**src/rtl/dma_csr_pkg.sv**
```systemverilog
`timescale 1ns/1ps
package dma_csr_pkg;

    localparam int CHAN_BYTES_LOG2 = 7;

    localparam logic [4:0] W_CTRL  = 5'd0;
    localparam logic [4:0] W_STAT  = 5'd1;
    localparam logic [4:0] W_PTRHI = 5'd2;
    localparam logic [4:0] W_PTRLO = 5'd3;
    localparam logic [4:0] W_ISEL  = 5'd4;
    localparam int         NUM_SEL = 3;

    localparam logic [15:0] CTL_WRITABLE = 16'hF0FF;

    typedef struct packed {
        logic       run;
        logic       pause;
        logic       flush;
        logic       wake;
        logic       dead;
        logic       active;
        logic       spare;
        logic       bt;
        logic [7:0] dev;
    } chan_status_t;

    function automatic chan_status_t ctl_apply(chan_status_t old, logic [31:0] wd);
        logic [15:0]  m;
        logic [15:0]  v;
        logic [15:0]  o;
        chan_status_t s;
        m = wd[31:16];
        v = wd[15:0] & CTL_WRITABLE;
        o = old;
        s = chan_status_t'((v & m) | (o & ~m));
        if (s.wake) s.active = 1'b1;
        if (s.run) begin
            s.active = 1'b1;
            s.dead   = 1'b0;
        end
        if (s.pause) s.active = 1'b0;
        if (old.run && !s.run) begin
            s.active = 1'b0;
            s.dead   = 1'b0;
        end
        return s;
    endfunction

    function automatic logic sel_hit(logic [3:0] dev_lo, logic [3:0] msk, logic [3:0] val);
        return (dev_lo & msk) == (val & msk);
    endfunction

endpackage

```
**src/rtl/dma_csr_sel_match.sv**
```systemverilog
`timescale 1ns/1ps
module dma_csr_sel_match
    import dma_csr_pkg::*;
(
    input  logic [3:0] dev_lo,
    input  logic [3:0] sel_mask,
    input  logic [3:0] sel_val,
    output logic       hit
);
    assign hit = sel_hit(dev_lo, sel_mask, sel_val);
endmodule

```
**src/rtl/dma_csr_chan.sv**
```systemverilog
`timescale 1ns/1ps
module dma_csr_chan
    import dma_csr_pkg::*;
(
    input  logic                       clk,
    input  logic                       rst,
    input  logic                       wr_en,
    input  logic [4:0]                 word,
    input  logic [31:0]                wdata,
    output logic [31:0]                rd_data,
    input  logic                       kill,
    input  logic                       stop,
    input  logic                       adv,
    input  logic                       taken,
    output chan_status_t               status_o,
    output logic [31:0]                cmdptr_o,
    output logic [NUM_SEL-1:0][31:0]   sel_o,
    output logic                       start_o,
    output logic                       flush_o,
    output logic                       irq_o
);
    chan_status_t                stat_q, stat_d;
    logic [31:0]                 ptr_q;
    logic [NUM_SEL-1:0][31:0]    sel_q;
    logic                        is_ctl;
    logic                        ptr_lock;

    assign is_ctl   = wr_en && (word == W_CTRL);
    assign ptr_lock = stat_q.run || stat_q.active;

    always_comb begin
        stat_d = stat_q;
        if (is_ctl) stat_d = ctl_apply(stat_q, wdata);
        if (adv)    stat_d.bt = taken;
        if (stop) begin
            stat_d.active = 1'b0;
            stat_d.dead   = 1'b0;
            stat_d.flush  = 1'b0;
        end
        if (kill) begin
            stat_d.dead   = 1'b1;
            stat_d.active = 1'b0;
        end
    end

    always_ff @(posedge clk) begin
        if (rst) begin
            stat_q  <= '0;
            ptr_q   <= '0;
            sel_q   <= '0;
            start_o <= 1'b0;
            flush_o <= 1'b0;
            irq_o   <= 1'b0;
        end else begin
            stat_q  <= stat_d;
            start_o <= is_ctl && stat_d.active;
            flush_o <= is_ctl && stat_d.flush;
            irq_o   <= kill;
            if (wr_en && (word == W_PTRLO) && !ptr_lock)
                ptr_q <= {wdata[31:4], 4'b0000};
            for (int j = 0; j < NUM_SEL; j++) begin
                if (wr_en && (word == W_ISEL + 5'(j)))
                    sel_q[j] <= wdata;
            end
        end
    end

    always_comb begin
        rd_data = '0;
        if (word == W_STAT)       rd_data = {16'h0000, stat_q};
        else if (word == W_PTRLO) rd_data = ptr_q;
        else begin
            for (int j = 0; j < NUM_SEL; j++)
                if (word == W_ISEL + 5'(j)) rd_data = sel_q[j];
        end
    end

    assign status_o = stat_q;
    assign cmdptr_o = ptr_q;
    assign sel_o    = sel_q;
endmodule

```
**src/rtl/dma_csr.sv**
```systemverilog
`timescale 1ns/1ps
module dma_csr
    import dma_csr_pkg::*;
#(
    parameter int NCH  = 4,
    localparam int CH_W = (NCH > 1) ? $clog2(NCH) : 1,
    localparam int AW   = CH_W + CHAN_BYTES_LOG2
) (
    input  logic                 clk,
    input  logic                 rst,
    input  logic                 reg_wr,
    input  logic [AW-1:0]        reg_addr,
    input  logic [31:0]          reg_wdata,
    output logic [31:0]          reg_rdata,
    input  logic [NCH-1:0]       seq_kill,
    input  logic [NCH-1:0]       seq_stop,
    input  logic [NCH-1:0]       seq_adv,
    input  logic [NCH-1:0]       seq_taken,
    output logic [NCH-1:0]       start_pulse,
    output logic [NCH-1:0]       flush_pulse,
    output logic [NCH-1:0]       irq_pulse,
    output logic [16*NCH-1:0]    ch_status,
    output logic [32*NCH-1:0]    ch_cmdptr,
    output logic [3*NCH-1:0]     ch_cond
);
    logic [CH_W-1:0] ch_idx;
    logic [4:0]      word;
    logic            unused_byte_lanes;

    assign ch_idx            = reg_addr[AW-1:CHAN_BYTES_LOG2];
    assign word              = reg_addr[6:2];
    assign unused_byte_lanes = ^reg_addr[1:0];

    chan_status_t               st     [NCH];
    logic [NUM_SEL-1:0][31:0]   sels   [NCH];
    logic [31:0]                rd_arr [NCH];

    for (genvar i = 0; i < NCH; i++) begin : g_ch
        logic [31:0] ptr_w;

        dma_csr_chan u_chan (
            .clk      (clk),
            .rst      (rst),
            .wr_en    (reg_wr && (ch_idx == CH_W'(i))),
            .word     (word),
            .wdata    (reg_wdata),
            .rd_data  (rd_arr[i]),
            .kill     (seq_kill[i]),
            .stop     (seq_stop[i]),
            .adv      (seq_adv[i]),
            .taken    (seq_taken[i]),
            .status_o (st[i]),
            .cmdptr_o (ptr_w),
            .sel_o    (sels[i]),
            .start_o  (start_pulse[i]),
            .flush_o  (flush_pulse[i]),
            .irq_o    (irq_pulse[i])
        );

        assign ch_status[16*i +: 16] = st[i];
        assign ch_cmdptr[32*i +: 32] = ptr_w;

        for (genvar j = 0; j < NUM_SEL; j++) begin : g_sel
            dma_csr_sel_match u_match (
                .dev_lo   (st[i].dev[3:0]),
                .sel_mask (sels[i][j][19:16]),
                .sel_val  (sels[i][j][3:0]),
                .hit      (ch_cond[3*i + j])
            );
        end
    end

    always_comb begin
        reg_rdata = '0;
        for (int i = 0; i < NCH; i++)
            if (ch_idx == CH_W'(i)) reg_rdata = rd_arr[i];
    end
endmodule

```
**config.mk**
```make
export PLATFORM = sky130hd
export DESIGN_NAME = dma_csr
export DESIGN_NICKNAME = d
export VERILOG_FILES = /design/src/rtl/dma_csr_pkg.sv /design/src/rtl/dma_csr_sel_match.sv /design/src/rtl/dma_csr_chan.sv /design/src/rtl/dma_csr.sv
export SDC_FILE = /design/constraint.sdc
export NUM_CORES = 1
export LEC_CHECK = 0
export BUFFER_PORTS_ARGS = -buffer_cell sky130_fd_sc_hd__buf_2
export CAP_MARGIN = 40
export CORE_MARGIN = 5
export CORE_UTILIZATION = 40
export DETAILED_ROUTE_END_ITERATION = 16
export GPL_TIMING_DRIVEN = 0
export PLACE_DENSITY_LB_ADDON = 0.1
export SYNTH_ARGS = -nofsm -noshare
export SYNTH_HDL_FRONTEND = slang
export SYNTH_SLANG_ARGS = --single-unit
export TNS_END_PERCENT = 30
```
**constraint.sdc**
```tcl
create_clock -name clk -period 4.45 [get_ports clk]
set_clock_uncertainty 0.05 [all_clocks]
set_input_delay 0.2225 -clock clk [delete_from_list [all_inputs] [get_ports clk]]
set_output_delay 0.2225 -clock clk [all_outputs]
set_load 0.02 [all_outputs]
```
# Word-level counts from Yosys, hierarchy flattened
# Index checks and enable logic that the tools add are counted.
[totals]
in_bits = 60
register_bits = 572
[classes]
mux = 60
eq_ne = 20
n_reduce_logical = 62
n_bitwise = 34
[ops]
columns = ["op", "n"]
rows = [
  ["2-to-1 mux 32 bit", 24],
  ["bitwise AND 4 bit", 24],
  ["bitwise AND 16 bit", 5],
  ["OR 16 bit", 4],
  ["2-to-1 mux 14 bit", 4],
  ["== test 4 bit", 12],
  ["logical AND 1 bit", 40],
  ["2-to-1 mux 2 bit", 16],
  ["2-to-1 mux 1 bit", 16],
  ["NOT 16 bit", 1],
  ["== test 5 x 3 -> 1 bit (second input constant)", 3],
  ["nonzero test 3 bit", 4],
  ["logical NOT 1 bit", 8],
  ["nonzero test 2 bit", 4],
  ["== test 5 x 1 -> 1 bit (second input constant)", 1],
  ["== test 5 x 2 -> 1 bit (second input constant)", 1],
  ["logical NOT 5 bit", 1],
  ["== test 2 bit (second input constant)", 2],
  ["logical OR 1 bit", 4],
  ["== test 2 x 1 -> 1 bit (second input constant)", 1],
  ["logical NOT 2 bit", 1],
]

# Depth between registers and ports, before layout
[depth]
ltp_word = 11
mapped_depth = 10
depth_no_buf = 5

# Modules after synthesis
# From an unflattened synthesis, not the netlist that was laid out.
[hier_totals]
hier_cells = 3490
hier_area_um2 = 26932.1
[by_module_without_submodules]
columns = ["mod", "seq_area_each_um2", "cells_each", "instances", "area_per_inst_um2"]
rows = [
  ["dma_csr_chan (g_ch[1].u_chan ...)", 2862.7, 840, 3, 6328.6],
  ["dma_csr_chan (g_ch[0].u_chan)", 2862.7, 854, 1, 6391.1],
  ["dma_csr", 0.0, 44, 1, 849.6],
  ["dma_csr_sel_match", 0.0, 6, 12, 58.8],
]

# Worst setup path before layout
# OpenSTA, ideal clock, no wires.
[synth_timing]
kind = "input -> output"
from = "in reg_addr[6]"
to = "out reg_rdata[0]"
arrival_ns = 2.202
required_ns = 4.178
path_stages = 8
path_slack_ns = 1.975
path_cell_list = "buf_2 > or4b_1 > clkbuf_1 > nor2_2 > buf_2 > a22o_1 > nand2_1 > a311oi_1"
[synth_between]
elab_chain_cells = 10
[synth_rtl]
columns = ["element", "line", "text"]
rows = [
  ["from (decl)", "dma_csr.sv:12", "input logic [AW-1:0] reg_addr,"],
  ["== test 5 x 3 -> 1 bit", "dma_csr_chan.sv:74", "if (word == W_ISEL + 5'(j)) rd_data = sel_q[j];"],
  ["2-to-1 mux 32 bit (3 in a row)", "dma_csr_chan.sv:74", ""],
  ["2-to-1 mux 32 bit", "dma_csr_chan.sv:71", "else if (word == W_PTRLO) rd_data = ptr_q;"],
  ["2-to-1 mux 32 bit", "dma_csr_chan.sv:70", "if (word == W_STAT) rd_data = {16'h0000, stat_q};"],
  ["2-to-1 mux 32 bit (3 in a row)", "dma_csr.sv:76", "if (ch_idx == CH_W'(i)) reg_rdata = rd_arr[i];"],
  ["2-to-1 mux 32 bit (*)", "dma_csr.sv:76", ""],
  ["to (decl)", "dma_csr.sv:14", "output logic [31:0] reg_rdata,"],
]
# Every way passes the cells marked *; elsewhere a longest branch is shown, timed or not.

# Worst setup path after layout
[layout_timing]
from = "in reg_addr[5]"
to = "out reg_rdata[13]"
# The elaborated chain is that of the path after synthesis.

==> flow_metrics.tcl <==
set metrics [dict create \
    pwr-share-clk 0.493 \
    end_kind "output port" \
    crit_type "input pin to output port" \
    wl_per_cell_um 28.7 \
    yosys.area.top_type "dfxtp_1" \
    dr.pass1.iters 5 \
    rsz0062_at_grt "false" \
    drive_above_1_share 0.141 \
    dpl_cell_area_um2 29200 \
    regArea_um2 11500 \
    setup_viol 0 \
    finalCritPeriodShare 0.956 \
    mostFrequentLayoutCells "nand2_1, a21oi_1, dfxtp_1" \
    period_minus_slack_ns 4.25 \
    initial_utilization 0.402 \
    grt_pass1_wl_um 191000 \
    die_w_um 266 \
    p_per_area_nw_per_um2 374 \
    combinationalPowerShare 0.074 \
    syn_inst 3490 \
    stdcell_area_um2 31800 \
    io_pins 308 \
    ctsHtreeMaxLevel 3 \
    cts_tree "built" \
    switchingPower_mw 3.05 \
    fmax_ghz 0.235 \
    die_h_um 266 \
    drt.antenna.violating_nets 0 \
    dr_total_vias 28400 \
    p_leak_nw 12.1 \
    grt_usage 0.371 \
    cts_sinks 572 \
    status "finished clean" \
    required_ns 4.18 \
    final_common_cell "nand2_1" \
    grt_pass1_vias 25500 \
    synth_edf_count 0 \
    place.gp.congestion 1.06 \
    drt_wl_total_um 139000 \
    sw_frac_of_total 0.256 \
    fin_cells 4832 \
    finalMaxSlewViolations 0 \
    synthTopCellsByArea "dfxtp_1, nand2_1, a21oi_1" \
    place_hpwl_um 107000 \
    dominantRegCellSynth "dfxtp_1" \
    worst_pin_slew_ns 0.999 \
    dieArea_um2 70900 \
    grt_antenna_before_repair 2 \
    cp_max_fo 10 \
    port_buffers 270 \
    viasPerCell 5.88 \
    area_growth_pct 21.3 \
    avgSynthCellArea_um2 7.52 \
    multi_input_area_um2 13200 \
    holdCritPathClass "input pin to register" \
    rows 94 \
    place_inst 4676 \
    clockRootBuffer "clkbuf_16" \
    cts_buffer_depth 3 \
    coreArea_um2 65400 \
    peakVddDrop_v 0.000227 \
    slew_headroom 0.334 \
    ys_types 65 \
    synth-seq-cells 572 \
    whs_ns 0.0196 \
    grt-ovfl-total 0 \
    cts_buffers 66 \
    nets 3973 \
    seqPwrFrac 0.433 \
    p_int_mw 8.85 \
    synthArstFlopShare 0 \
    drt_drc_violations_left 0 \
    cp-start-kind "input pin" \
    clkLatencyLatePin_ns 0.61 \
    grt_max_degree 14 \
    worst_slack_ns 0.197 \
    arrival_ns 3.98 \
    power_mw 11.9 \
    yosys.area.top_type_share 0.436 \
    cap_viol_max_count 0 \
    drtIter0Drc 4289 \
    fillers 6829 \
    yosysSeqAreaShare 0.436 \
    final_util 0.487 \
    synth_warnings 0 \
    clk_transition_reported_paths_ns 0.06 \
    syn_area_um2 26300 \
    fin_tns_setup_ns 0 \
    final_hold_viol_count 0 \
    dp_slack_ns 0.349 \
]
[critical path, stage by stage]
cell and delay (ns):
clkbuf_2 0.24, nor4b_4 0.86, buf_2 0.57, buf_2 0.52
buf_1 0.59, a21oi_1 0.13, o211ai_1 0.27, nand4_1 0.26
buf_2 0.24
[flip-flops by register name, indices dropped and copies added, names as in the netlist, named ones only]
register	count
g_ch.u_chan.sel_o	384
g_ch.u_chan.cmdptr_o	112
g_ch.u_chan.status_o	32
g_ch.u_chan.flush_o	4
g_ch.u_chan.irq_o	4
g_ch.u_chan.start_o	4
[power groups by stage]
stage	Sequential [mW]	Combinational (mW)	Clock [mW]
2_1_floorplan	5.27	0.385	0
3_3_place_gp	5.27	0.780	0
3_5_place_dp	5.27	0.811	0
4_1_cts	5.15	0.835	5.87
5_1_grt	5.15	0.880	6.08
6_report	5.15	0.877	5.87
[layer usage]
metal | up-vias | wire [µm] | global-route usage
li1 | 12600 | - | -
met2 | 1787 | 57400 | 0.538
met5 | - | 80 | 0.00811
met3 | 335 | 17100 | 0.0953
met1 | 13700 | 56500 | 0.519
met4 | 2 | 7630 | 0.171
[final cells by class]
cell class | count | area share
multi-input combinational | 2552 | 0.414
sequential | 572 | 0.360
timing repair buffer | 340 | 0.0671
clock buffer | 97 | 0.0636
buffer | 372 | 0.0518
tap | 864 | 0.0340
clock inverter | 24 | 0.00876
inverter | 9 | 0.00106
antenna | 2 | 0.000157
[logic make-up (layout without fill, tap and decap cells)]
group                     count (synthesis)  in the layout  share of synthesized area
xor gates and xnor gates                 48             48                     0.0160
DFF                                     572            572                      0.436
AOI/OAI and AO/OA                       913            913                      0.202
buffers and inverters                   381            842                     0.0640
other                                     1             18                   0.000143
and+or+nand+nor                        1432           1432                      0.226
muxes                                   143            143                     0.0561
[synthesized netlist by cell type, types with 10 or more instances]
cell type / n
a211oi_1: 12
a21oi_1: 604
a221oi_1: 27
a22o_1: 20
a22oi_1: 78
and3_1: 10
buf_1: 13
buf_2: 58
buf_4: 43
clkbuf_1: 254
dfxtp_1: 572
mux2_2: 13
mux2i_1: 128
nand2_1: 1093
nand2b_1: 12
nand3_1: 68
nor2_1: 138
nor2b_1: 24
nor3_1: 15
o211ai_1: 11
o21ai_0: 49
o22ai_1: 38
o2bb2ai_1: 13
or4_1: 18
xor2_1: 48
[worst paths after layout]
check | from | to | slack (ns) | cells after the start
worst max-delay path | reg_addr[5] | reg_rdata[13] | 0.20 | 9
worst min register to register | g_ch[2].u_chan.sel_o[69] | g_ch[2].u_chan.sel_o[69] | 0.40 | 2
worst min-delay path | reg_wdata[23] | register | 0.02 | 4
worst max register to register | g_ch[2].u_chan.status_o[15] | g_ch[2].u_chan.cmdptr_o[11] | 1.84 | 5
[timing repair]
item                      CTS  global route
setup buffers               0             0
hold buffers               32             0
resized for setup           0             0
hold endpoints to repair   69             0
Power figures use the tool's default switching activity.
